==> src/rtl/dtg_pkg.sv <==
package dtg_pkg;
    typedef enum logic [1:0] {
        DB_COMP_ON  = 2'd0,
        DB_GAP_RISE = 2'd1,
        DB_MAIN_ON  = 2'd2,
        DB_GAP_FALL = 2'd3
    } db_state_e;

    typedef enum logic [1:0] {
        GT_OFF  = 2'd0,
        GT_RUN  = 2'd1,
        GT_TRIP = 2'd2
    } gate_state_e;

    localparam int unsigned CH_MAIN = 0;
    localparam int unsigned CH_COMP = 1;
    localparam int unsigned CH_NUM  = 2;
endpackage

==> src/rtl/dtg_deadband_fsm.sv <==
module dtg_deadband_fsm
    import dtg_pkg::*;
#(
    parameter int unsigned DT_W = 8
) (
    input  logic            clk,
    input  logic            rst_n,
    input  logic            ref_i,
    input  logic [DT_W-1:0] dt_i,
    output logic            main_act_o,
    output logic            comp_act_o
);
    localparam logic [DT_W-1:0] CNT_ZERO = '0;
    localparam logic [DT_W-1:0] CNT_ONE  = {{(DT_W-1){1'b0}}, 1'b1};

    db_state_e       state_q, state_d;
    logic [DT_W-1:0] cnt_q, cnt_d;

    // state register
    always_ff @(posedge clk or negedge rst_n) begin
        if (!rst_n) begin
            state_q <= DB_COMP_ON;
            cnt_q   <= CNT_ZERO;
        end else begin
            state_q <= state_d;
            cnt_q   <= cnt_d;
        end
    end

    // next state
    always_comb begin
        state_d = state_q;
        cnt_d   = cnt_q;
        unique case (state_q)
            DB_COMP_ON: begin
                if (ref_i) begin
                    if (dt_i == CNT_ZERO) begin
                        state_d = DB_MAIN_ON;
                    end else begin
                        state_d = DB_GAP_RISE;
                        cnt_d   = dt_i - CNT_ONE;
                    end
                end
            end
            DB_GAP_RISE: begin
                if (!ref_i) begin
                    state_d = DB_COMP_ON;
                end else if (cnt_q == CNT_ZERO) begin
                    state_d = DB_MAIN_ON;
                end else begin
                    cnt_d = cnt_q - CNT_ONE;
                end
            end
            DB_MAIN_ON: begin
                if (!ref_i) begin
                    if (dt_i == CNT_ZERO) begin
                        state_d = DB_COMP_ON;
                    end else begin
                        state_d = DB_GAP_FALL;
                        cnt_d   = dt_i - CNT_ONE;
                    end
                end
            end
            DB_GAP_FALL: begin
                if (ref_i) begin
                    state_d = DB_MAIN_ON;
                end else if (cnt_q == CNT_ZERO) begin
                    state_d = DB_COMP_ON;
                end else begin
                    cnt_d = cnt_q - CNT_ONE;
                end
            end
            default: begin
                state_d = DB_COMP_ON;
            end
        endcase
    end

    // outputs
    always_comb begin
        main_act_o = 1'b0;
        comp_act_o = 1'b0;
        unique case (state_q)
            DB_COMP_ON:  comp_act_o = 1'b1;
            DB_MAIN_ON:  main_act_o = 1'b1;
            DB_GAP_RISE,
            DB_GAP_FALL: begin
                main_act_o = 1'b0;
                comp_act_o = 1'b0;
            end
            default: begin
                main_act_o = 1'b0;
                comp_act_o = 1'b0;
            end
        endcase
    end
endmodule

==> src/rtl/dtg_gate_ctrl.sv <==
module dtg_gate_ctrl
    import dtg_pkg::*;
#(
    parameter int unsigned SYNC_STAGES = 2
) (
    input  logic clk,
    input  logic rst_n,
    input  logic brk_i,
    input  logic en_set_i,
    input  logic en_clr_i,
    input  logic flag_clr_i,
    output logic gate_o,
    output logic flag_o
);
    localparam int unsigned SYNC_LAST = SYNC_STAGES - 1;

    logic [SYNC_STAGES-1:0] sync_q;
    logic                   brk_s;

    generate
        if (SYNC_STAGES == 1) begin : g_sync_one
            always_ff @(posedge clk or negedge rst_n) begin
                if (!rst_n) sync_q <= '0;
                else        sync_q <= brk_i;
            end
        end else begin : g_sync_chain
            always_ff @(posedge clk or negedge rst_n) begin
                if (!rst_n) sync_q <= '0;
                else        sync_q <= {sync_q[SYNC_STAGES-2:0], brk_i};
            end
        end
    endgenerate

    assign brk_s = sync_q[SYNC_LAST];

    gate_state_e state_q, state_d;

    // state register
    always_ff @(posedge clk or negedge rst_n) begin
        if (!rst_n) state_q <= GT_OFF;
        else        state_q <= state_d;
    end

    // next state
    always_comb begin
        state_d = state_q;
        unique case (state_q)
            GT_OFF: begin
                if (brk_s)         state_d = GT_TRIP;
                else if (en_set_i) state_d = GT_RUN;
            end
            GT_RUN: begin
                if (brk_s)         state_d = GT_TRIP;
                else if (en_clr_i) state_d = GT_OFF;
            end
            GT_TRIP: begin
                if (flag_clr_i && !brk_s) state_d = GT_OFF;
            end
            default: state_d = GT_TRIP;
        endcase
    end

    // outputs
    always_comb begin
        gate_o = 1'b0;
        flag_o = 1'b0;
        unique case (state_q)
            GT_OFF:  begin gate_o = 1'b0; flag_o = 1'b0; end
            GT_RUN:  begin gate_o = 1'b1; flag_o = 1'b0; end
            GT_TRIP: begin gate_o = 1'b0; flag_o = 1'b1; end
            default: begin gate_o = 1'b0; flag_o = 1'b1; end
        endcase
    end
endmodule

==> src/rtl/dtg_out_stage.sv <==
module dtg_out_stage (
    input  logic act_i,
    input  logic gate_i,
    input  logic brk_i,
    input  logic pol_i,
    output logic pin_o
);
    logic drive;

    always_comb begin
        drive = act_i & gate_i & ~brk_i;
        pin_o = drive ^ pol_i;
    end
endmodule

==> src/rtl/dtg_compl_out.sv <==
module dtg_compl_out
    import dtg_pkg::*;
#(
    parameter int unsigned DT_W        = 8,
    parameter int unsigned SYNC_STAGES = 2
) (
    input  logic            clk,
    input  logic            rst_n,
    input  logic            ref_in,
    input  logic [DT_W-1:0] dead_time,
    input  logic            pol_main,
    input  logic            pol_comp,
    input  logic            en_set,
    input  logic            en_clr,
    input  logic            flag_clr,
    input  logic            brk_in,
    output logic            main_o,
    output logic            comp_o,
    output logic            out_en_o,
    output logic            brk_flag_o
);
    logic              main_act;
    logic              comp_act;
    logic              gate;
    logic [CH_NUM-1:0] ch_act;
    logic [CH_NUM-1:0] ch_pol;
    logic [CH_NUM-1:0] ch_pin;

    dtg_deadband_fsm #(.DT_W(DT_W)) u_band (
        .clk        (clk),
        .rst_n      (rst_n),
        .ref_i      (ref_in),
        .dt_i       (dead_time),
        .main_act_o (main_act),
        .comp_act_o (comp_act)
    );

    dtg_gate_ctrl #(.SYNC_STAGES(SYNC_STAGES)) u_gate (
        .clk        (clk),
        .rst_n      (rst_n),
        .brk_i      (brk_in),
        .en_set_i   (en_set),
        .en_clr_i   (en_clr),
        .flag_clr_i (flag_clr),
        .gate_o     (gate),
        .flag_o     (brk_flag_o)
    );

    assign ch_act[CH_MAIN] = main_act;
    assign ch_act[CH_COMP] = comp_act;
    assign ch_pol[CH_MAIN] = pol_main;
    assign ch_pol[CH_COMP] = pol_comp;

    generate
        for (genvar c = 0; c < CH_NUM; c++) begin : g_ch
            dtg_out_stage u_stage (
                .act_i  (ch_act[c]),
                .gate_i (gate),
                .brk_i  (brk_in),
                .pol_i  (ch_pol[c]),
                .pin_o  (ch_pin[c])
            );
        end
    endgenerate

    assign main_o   = ch_pin[CH_MAIN];
    assign comp_o   = ch_pin[CH_COMP];
    assign out_en_o = gate;
endmodule

==> config.mk <==
export PLATFORM = sky130hd
export DESIGN_NAME = dtg_compl_out
export DESIGN_NICKNAME = d
export VERILOG_FILES = /design/src/rtl/dtg_pkg.sv /design/src/rtl/dtg_deadband_fsm.sv /design/src/rtl/dtg_gate_ctrl.sv /design/src/rtl/dtg_out_stage.sv /design/src/rtl/dtg_compl_out.sv
export SDC_FILE = /design/constraint.sdc
export NUM_CORES = 1
export LEC_CHECK = 0
export BUFFER_PORTS_ARGS = -buffer_cell sky130_fd_sc_hd__buf_2
export CORE_UTILIZATION = 55
export CTS_CLUSTER_DIAMETER = 40
export DETAILED_ROUTE_END_ITERATION = 8
export HOLD_SLACK_MARGIN = 0.06
export PLACE_DENSITY = 0.82
export SYNTH_ARGS = -nofsm -noshare
export SYNTH_HDL_FRONTEND = slang
export SYNTH_SLANG_ARGS = --single-unit
==> constraint.sdc <==
create_clock -name clk -period 6.55 [get_ports clk]
set_clock_uncertainty 0.1 [all_clocks]
set_input_delay 0.3275 -clock clk [delete_from_list [all_inputs] [get_ports clk]]
set_output_delay 0.3275 -clock clk [all_outputs]
set_load 0.01 [all_outputs]
==> run_results.csv, run 1 <==
group,metric,value,unit
power_and_ir_drop,clkPwrFrac,17.3,%
power_and_ir_drop,comb_power_share,37.7,%
clocking,post_cts_buffers,0,
drt,avgViaCountPerCell,6.01,
logic_synthesis,synth-seq-cells,14,
clocking,clock-sinks,14,
hold_path,min-delay-start,"brk_in",
drt,ant_nets,0,
timing,fin_crit_sh,35.7,%
drt,routedWlPerCell,14.9,um
worst_setup_path,crit_fanout,17,
logic_synthesis,yosysWarnings,0,
clocking,cts.clk_slew.worst_paths,90,ps
global_routing,grtUsageMet3,3.88,%
timing,slew_headroom,64.6,%
timing,grt_setup_unrepaired,"false",
final_layout,antenna-diode-count,0,
global_routing,met2_usage,42.8,%
floorplanning,die_width,42.0,um
worst_setup_path,rr_startpoint,"u_band.state_q[0]",
worst_setup_path,cp.arrival,2470,ps
timing,slew_viol_final,0,
drt,routed_wl,1920,um
logic_synthesis,synth_cell_types,39,
power_and_ir_drop,sw_frac_of_total,39.9,%
power_and_ir_drop,switching_power,0.000143,W
worst_setup_path,rrSetupSlack,4210,ps
hold_path,hp-class,"input port to register",
final_layout,area_delta_synth_final,17.9,%
clocking,hold_buffers,1,
run,drv_cap,0,
global_routing,antenna_found_initial,0,
drt,dr.pass1.iters,5,
timing,tightest_slew,527,ps
floorplanning,initial_core_util,58.4,%
power_and_ir_drop,seq_power_share,45.1,%
global_routing,gr-total-overflow,0,
drt,drc,0,
floorplanning,ioPinCount,21,
final_layout,layout.nets,132,
timing,setup_viol,0,
global_routing,grt_pass1_vias,749,
power_and_ir_drop,powerDensity,346,mW/mm2
global_routing,grt_pass1_wl,3240,um
placed_design,hpwlAfterDp,1420,um
hold_path,holdPathEnd,"u_gate.sync_q[0]",
clocking,cts_root_buffer,"clkbuf_4",
global_routing,grt_start_max_net_pins,18,
power_and_ir_drop,internal-power,0.000216,W
final_layout,drive_gt1_share,30.1,%
global_routing,grt_use_met1,30.3,%
placed_design,place_inst,124,
clocking,clkLatencyLatePin,280,ps
power_and_ir_drop,irDropWorstVdd,0.000220,V
floorplanning,core_area,0.00151,mm2
clocking,h-tree-depth,1,
drt,drt_iter0_markers,28,
clocking,cts_tree,"done",
global_routing,grt-busiest-layer,"met2",
logic_synthesis,seq_area_frac_synth,39.8,%
clocking,post_cts_resized,0,
worst_setup_path,reg2regPathDepth,6,
worst_setup_path,required,6680,ps
hold_path,whs_path_depth,1,
timing,max_freq,0.427,GHz
worst_setup_path,crit_type,"register to register",
timing,fin_tns_setup,0,ps
clocking,numCtsBuffers,3,
logic_synthesis,syn_inst,90,
logic_synthesis,syn_area,880,um2
global_routing,track_usage,24.6,%
drt,vias,775,
worst_setup_path,regToRegEndpoint,"u_band.cnt_q[4]",
final_layout,finalNonFillerCells,129,
floorplanning,rows,14,
power_and_ir_drop,p_leak,0.463,nW
placed_design,gp_congestion,0.780,
floorplanning,die_height,42.0,um
placed_design,io_buffers,20,
worst_setup_path,worstSetupStartpointType,"register",
logic_synthesis,syn_avg_cell_area,9.77,um2
timing,fin_hold_ws,71.6,ps
floorplanning,die_area,0.00176,mm2
timing,fin_crit,2340,ps
final_layout,layout_commonest_cell,"buf_2",
clocking,cts_buffer_depth,2,
worst_setup_path,cp-end-kind,"register",
run_status,status,"finished, final reports clean",
final_layout,final_cell_mix,"buf_2 (20), dfrtp_1 (14), nand2_1 (9)",
timing,hold_violations,0,
logic_synthesis,synth_nets,108,
[area by class of cell]
| type | count | area, um2 |
|---|---|---|
| tap | 16 | 20.0 |
| clock buffer | 4 | 36.3 |
| sequential | 14 | 350 |
| inverter | 3 | 11.3 |
| multi-input combinational | 71 | 509 |
| timing repair buffer | 21 | 110 |
| fill | 127 | 469 |
[critical path, stage by stage, from the launching register on]
cell and delay [ps]:
dfrtp_1 680, mux2i_1 290, ha_1 300, o21ai_0 200, or3b_1 400, a21boi_0 170, a221o_1 140
[Yosys cell counts]
master    number  share of area, %
a21boi_0       1              0.85
a21o_1         2               1.7
a21oi_1        2               1.1
a221o_1        1               1.1
a221oi_1       4               4.0
a31o_2         1               1.0
a31oi_1        1              0.71
a31oi_2        1               1.4
and3_1         1              0.71
and3b_1        1               1.0
buf_2          1              0.57
clkbuf_1       1              0.43
dfrtp_1       14                40
ha_1           1               1.4
inv_1          2              0.85
inv_2          1              0.43
mux2_2         1               1.3
mux2i_1        4               4.6
nand2_1        9               3.8
nand2b_1       2               1.4
nand2b_4       1               1.6
nand3_1        3               1.7
nand3b_1       1              0.85
nor2_1         5               2.1
nor2_2         1              0.71
nor2b_1        1              0.71
nor3_1         4               2.3
nor3_2         1               1.1
nor3b_1        2               1.7
nor4_1         2               1.4
nor4b_2        1               1.7
o21ai_0        4               2.3
o2bb2a_2       1               1.3
or3b_1         1               1.0
or4_1          1              0.85
or4_4          1               1.3
or4b_1         1               1.1
xnor2_1        6               6.0
xor2_1         2               2.0
[power by group through the flow]
stage	clock network, W	logic [W]	registers (W)
final	0.0000620	0.000135	0.000162
after global routing	0.0000684	0.000153	0.000167
after CTS	0.0000626	0.000136	0.000160
after detailed placement	0	0.000134	0.000162
after global placement	0	0.000129	0.000160
after floorplan	0	0.000111	0.000146
[through the flow]
stage	cell area [um2]	worst slack (ps)	util [%]	total power [W]
global route	1040	4030	68.9	0.000389
CTS	1040	4220	68.9	0.000359
floorplan	880	4460	-	0.000257
global placement	991	4350	65.8	0.000289
finish	1040	4210	68.9	0.000359
detailed placement	991	4220	65.8	0.000296
[registers in the layout (all words and copies together) (netlist names)]
register,flops
u_gate.state_q,2
u_gate.sync_q,2
u_band.state_q,2
u_band.cnt_q,8
[worst max-delay path by stage]
stage                                 start         endpoint  depth (start not counted)
after floorplan           u_band.state_q[0]  u_band.cnt_q[4]                          7
after global placement    u_band.state_q[0]  u_band.cnt_q[4]                          6
after detailed placement  u_band.state_q[0]  u_band.cnt_q[4]                          6
after CTS                 u_band.state_q[0]  u_band.cnt_q[4]                          6
after global routing      u_band.state_q[0]  u_band.cnt_q[4]                          6
final                     u_band.state_q[0]  u_band.cnt_q[4]                          6
[cell families after synthesis]
group	share of synthesized area [%]
and+or+nand+nor	27.2
buffers and inverters	2.27
adders and majority gates	1.42
muxes	5.83
DFF	39.8
AOI/OAI and AO/OA	15.5
xor gates and xnor gates	7.97
[routing by layer]
metal | part of all wire (%) | routed length, um
met5 | 0 | 0
met4 | 2.3 | 45
met3 | 4.8 | 92
met2 | 49 | 943
met1 | 44 | 837
Power figures use the tool's default switching activity.
==> run 2, diff against run 1 <==
- CORE_UTILIZATION: 55 -> 51
- PLACE_DENSITY: 0.82 -> 0.76
- clock period: 6.55 -> 2.26 ns (I/O delays scaled with it)
==> run 2 against run 1 <==
Against the previous run:
- the run now ends with design-rule violations left
- sequential power grew to 2.8 times the previous value
- power rose to 3.0 times the previous value
- non-clock buffer count up 9
- via count grew 10%
- first-iteration DRC count fell by 21%
- routed wire length grew 12%
- worst setup slack worse by 4000 ps
- count of clock-buffer cells in the layout unchanged
- worst hold slack got worse by 10 ps
- flip-flop and latch count is the same
- final cell count increased by 7.0%
- global-route usage grew 2.1 points
==> run_results.csv, run 2 (synthesis gave the netlist of run 1 again) <==
group,metric,value,unit
power_and_ir_drop,irDropWorstVdd,0.000713,V
timing,tightest_slew,443,ps
placed_design,io_buffers,20,
global_routing,grt_pass1_vias,814,
power_and_ir_drop,p_total,0.00109,W
final_layout,layout_commonest_cell,"buf_2",
timing,slew_headroom,70.4,%
timing,hold_violations,0,
worst_setup_path,crit_fanout,13,
floorplanning,ioPinCount,21,
drt,drc,8,
global_routing,antenna_found_initial,0,
final_layout,layout.nets,141,
clocking,numCtsBuffers,3,
worst_setup_path,crit_end,"u_band.cnt_q[5]",
global_routing,grt_pass1_wl,3620,um
worst_setup_path,regToRegEndpoint,"u_band.cnt_q[5]",
floorplanning,die_area,0.00189,mm2
timing,fin_tns_setup,0,ps
run,drv_cap,0,
final_layout,seqCellArea,350,um2
floorplanning,rows,14,
worst_setup_path,required,2350,ps
final_layout,multi_input_area,509,um2
final_layout,regMostFlops,"u_band.cnt_q",
final_layout,final_cell_mix,"buf_2 (20), dfrtp_1 (14), nand2_1 (9)",
worst_setup_path,cp-end-kind,"register",
worst_setup_path,rr_startpoint,"u_band.state_q[0]",
drt,drt_iter0_markers,22,
global_routing,gr-total-overflow,0,
floorplanning,die_width,43.5,um
power_and_ir_drop,p_leak,0.504,nW
floorplanning,die_height,43.5,um
final_layout,largest_reg_flops,8,
drt,ant_nets,0,
drt,routed_wl,2150,um
clocking,cts.clk_slew.worst_paths,90,ps
timing,max_freq,0.478,GHz
worst_setup_path,cp_num_cells,5,
timing,grt_setup_unrepaired,"false",
hold_path,hp-class,"input port to register",
worst_setup_path,cpLargestDelayFamily,"compound AO/OA/AOI/OAI gates",
worst_setup_path,startpoint,"u_band.state_q[0]",
worst_setup_path,path_cells,"buf_4 -> or4b_1 -> o2bb2a_2 -> o21ai_0 -> a221oi_1",
timing,fin_hold_ws,61.6,ps
drt,avgViaCountPerCell,6.18,
final_layout,drive_gt1_share,30.3,%
clocking,cts_root_buffer,"clkbuf_4",
clocking,clkLatencyLatePin,290,ps
worst_setup_path,crit_type,"register to register",
clocking,cts_buffer_depth,2,
drt,dr.pass1.iters,6,
run_status,violations,"design-rule violations",
run_status,status,"complete, but fails checks",
worst_setup_path,critical_path_buf_inv_count,1,
timing,fin_crit_sh,92.7,%
drt,routedWlPerCell,15.5,um
global_routing,track_usage,26.7,%
worst_setup_path,crit_slowest_cell,"or4b_1",
placed_design,place_ws,221,ps
placed_design,gp_congestion,0.849,
timing,fin_crit,2090,ps
placed_design,hpwlAfterDp,1510,um
worst_setup_path,reg2regPathDepth,5,
timing,fin_ws,166,ps
worst_setup_path,cp.arrival,2180,ps
global_routing,grt_start_max_net_pins,15,
timing,setup_viol,0,
floorplanning,initial_core_util,56.4,%
drt,vias,853,
final_layout,area_delta_synth_final,27.3,%
final_layout,fill_cells,129,
timing,slew_viol_final,0,
worst_setup_path,cpPeakStageDelay,480,ps
final_layout,antenna-diode-count,0,
worst_setup_path,rrSetupSlack,170,ps
worst_setup_path,worstSetupStartpointType,"register",
clocking,h-tree-depth,1,
clocking,clock-sinks,14,
floorplanning,core_area,0.00156,mm2
power_and_ir_drop,powerDensity,972,mW/mm2
clocking,cts_tree,"done",
[run 2: changes by cell type in the layout (fill, tap and decap cells not counted)]
cell	change
buf_4	+3
dlygate4sd3_1	+6
[run 2: worst min path at each step]
stage / from / to / slack, ps / cells past startpoint
floorplan: rst_n / u_band.cnt_q[0] / -280 / 0
global placement: rst_n / u_gate.state_q[0] / -80 / 1
detailed placement: rst_n / u_gate.state_q[0] / -70 / 1
CTS: dead_time[6] / u_band.cnt_q[6] / 70 / 3
global route: dead_time[2] / u_band.cnt_q[2] / 90 / 3
finish: dead_time[6] / u_band.cnt_q[6] / 60 / 3
[run 2: area by class of cell]
cell class                      count  share of cell area, %
Multi-Input combinational cell     71                   45.5
Sequential cell                    14                   31.3
Timing Repair Buffer               30                   17.2
Clock buffer                        4                   3.24
Tap cell                           16                   1.79
Inverter                            3                   1.01
[run 2: metal layers]
layer / vias up / wire length (um) / GRT usage (%)
met1: 404 / 938 / 34.0
met5: - / 0 / 0
met4: 0 / 59 / 14.4
li1: 399 / - / -
met2: 39 / 1020 / 43.6
met3: 11 / 126 / 4.17
[run 2: through the flow]
stage                     cells  util (%)  area [um2]
final                       138      71.8        1120
after detailed placement    127      65.0        1010
after floorplan              90         -         880
after CTS                   138      71.8        1120
after global routing        138      71.8        1120
after global placement      127      65.0        1010
[run 2: worst min-delay path, stage by stage]
cell      delay, ps
buf_2            90
xor2_1          130
a221oi_1         80
[run 2: repair_timing]
item / 4_1_cts / 5_1_grt
hold buffers: 7 / 0
endpoints found under the hold margin: 19 / 0
gates resized for setup: 0 / 0
buffers inserted: 0 / 0
[run 2: report_power, final]
group	internal, W	total [W]	switching [W]	leakage (nW)
Combinational	0.000220	0.000450	0.000230	0.315
Clock	0.0000981	0.000185	0.0000870	0.0210
Sequential	0.000337	0.000454	0.000116	0.167
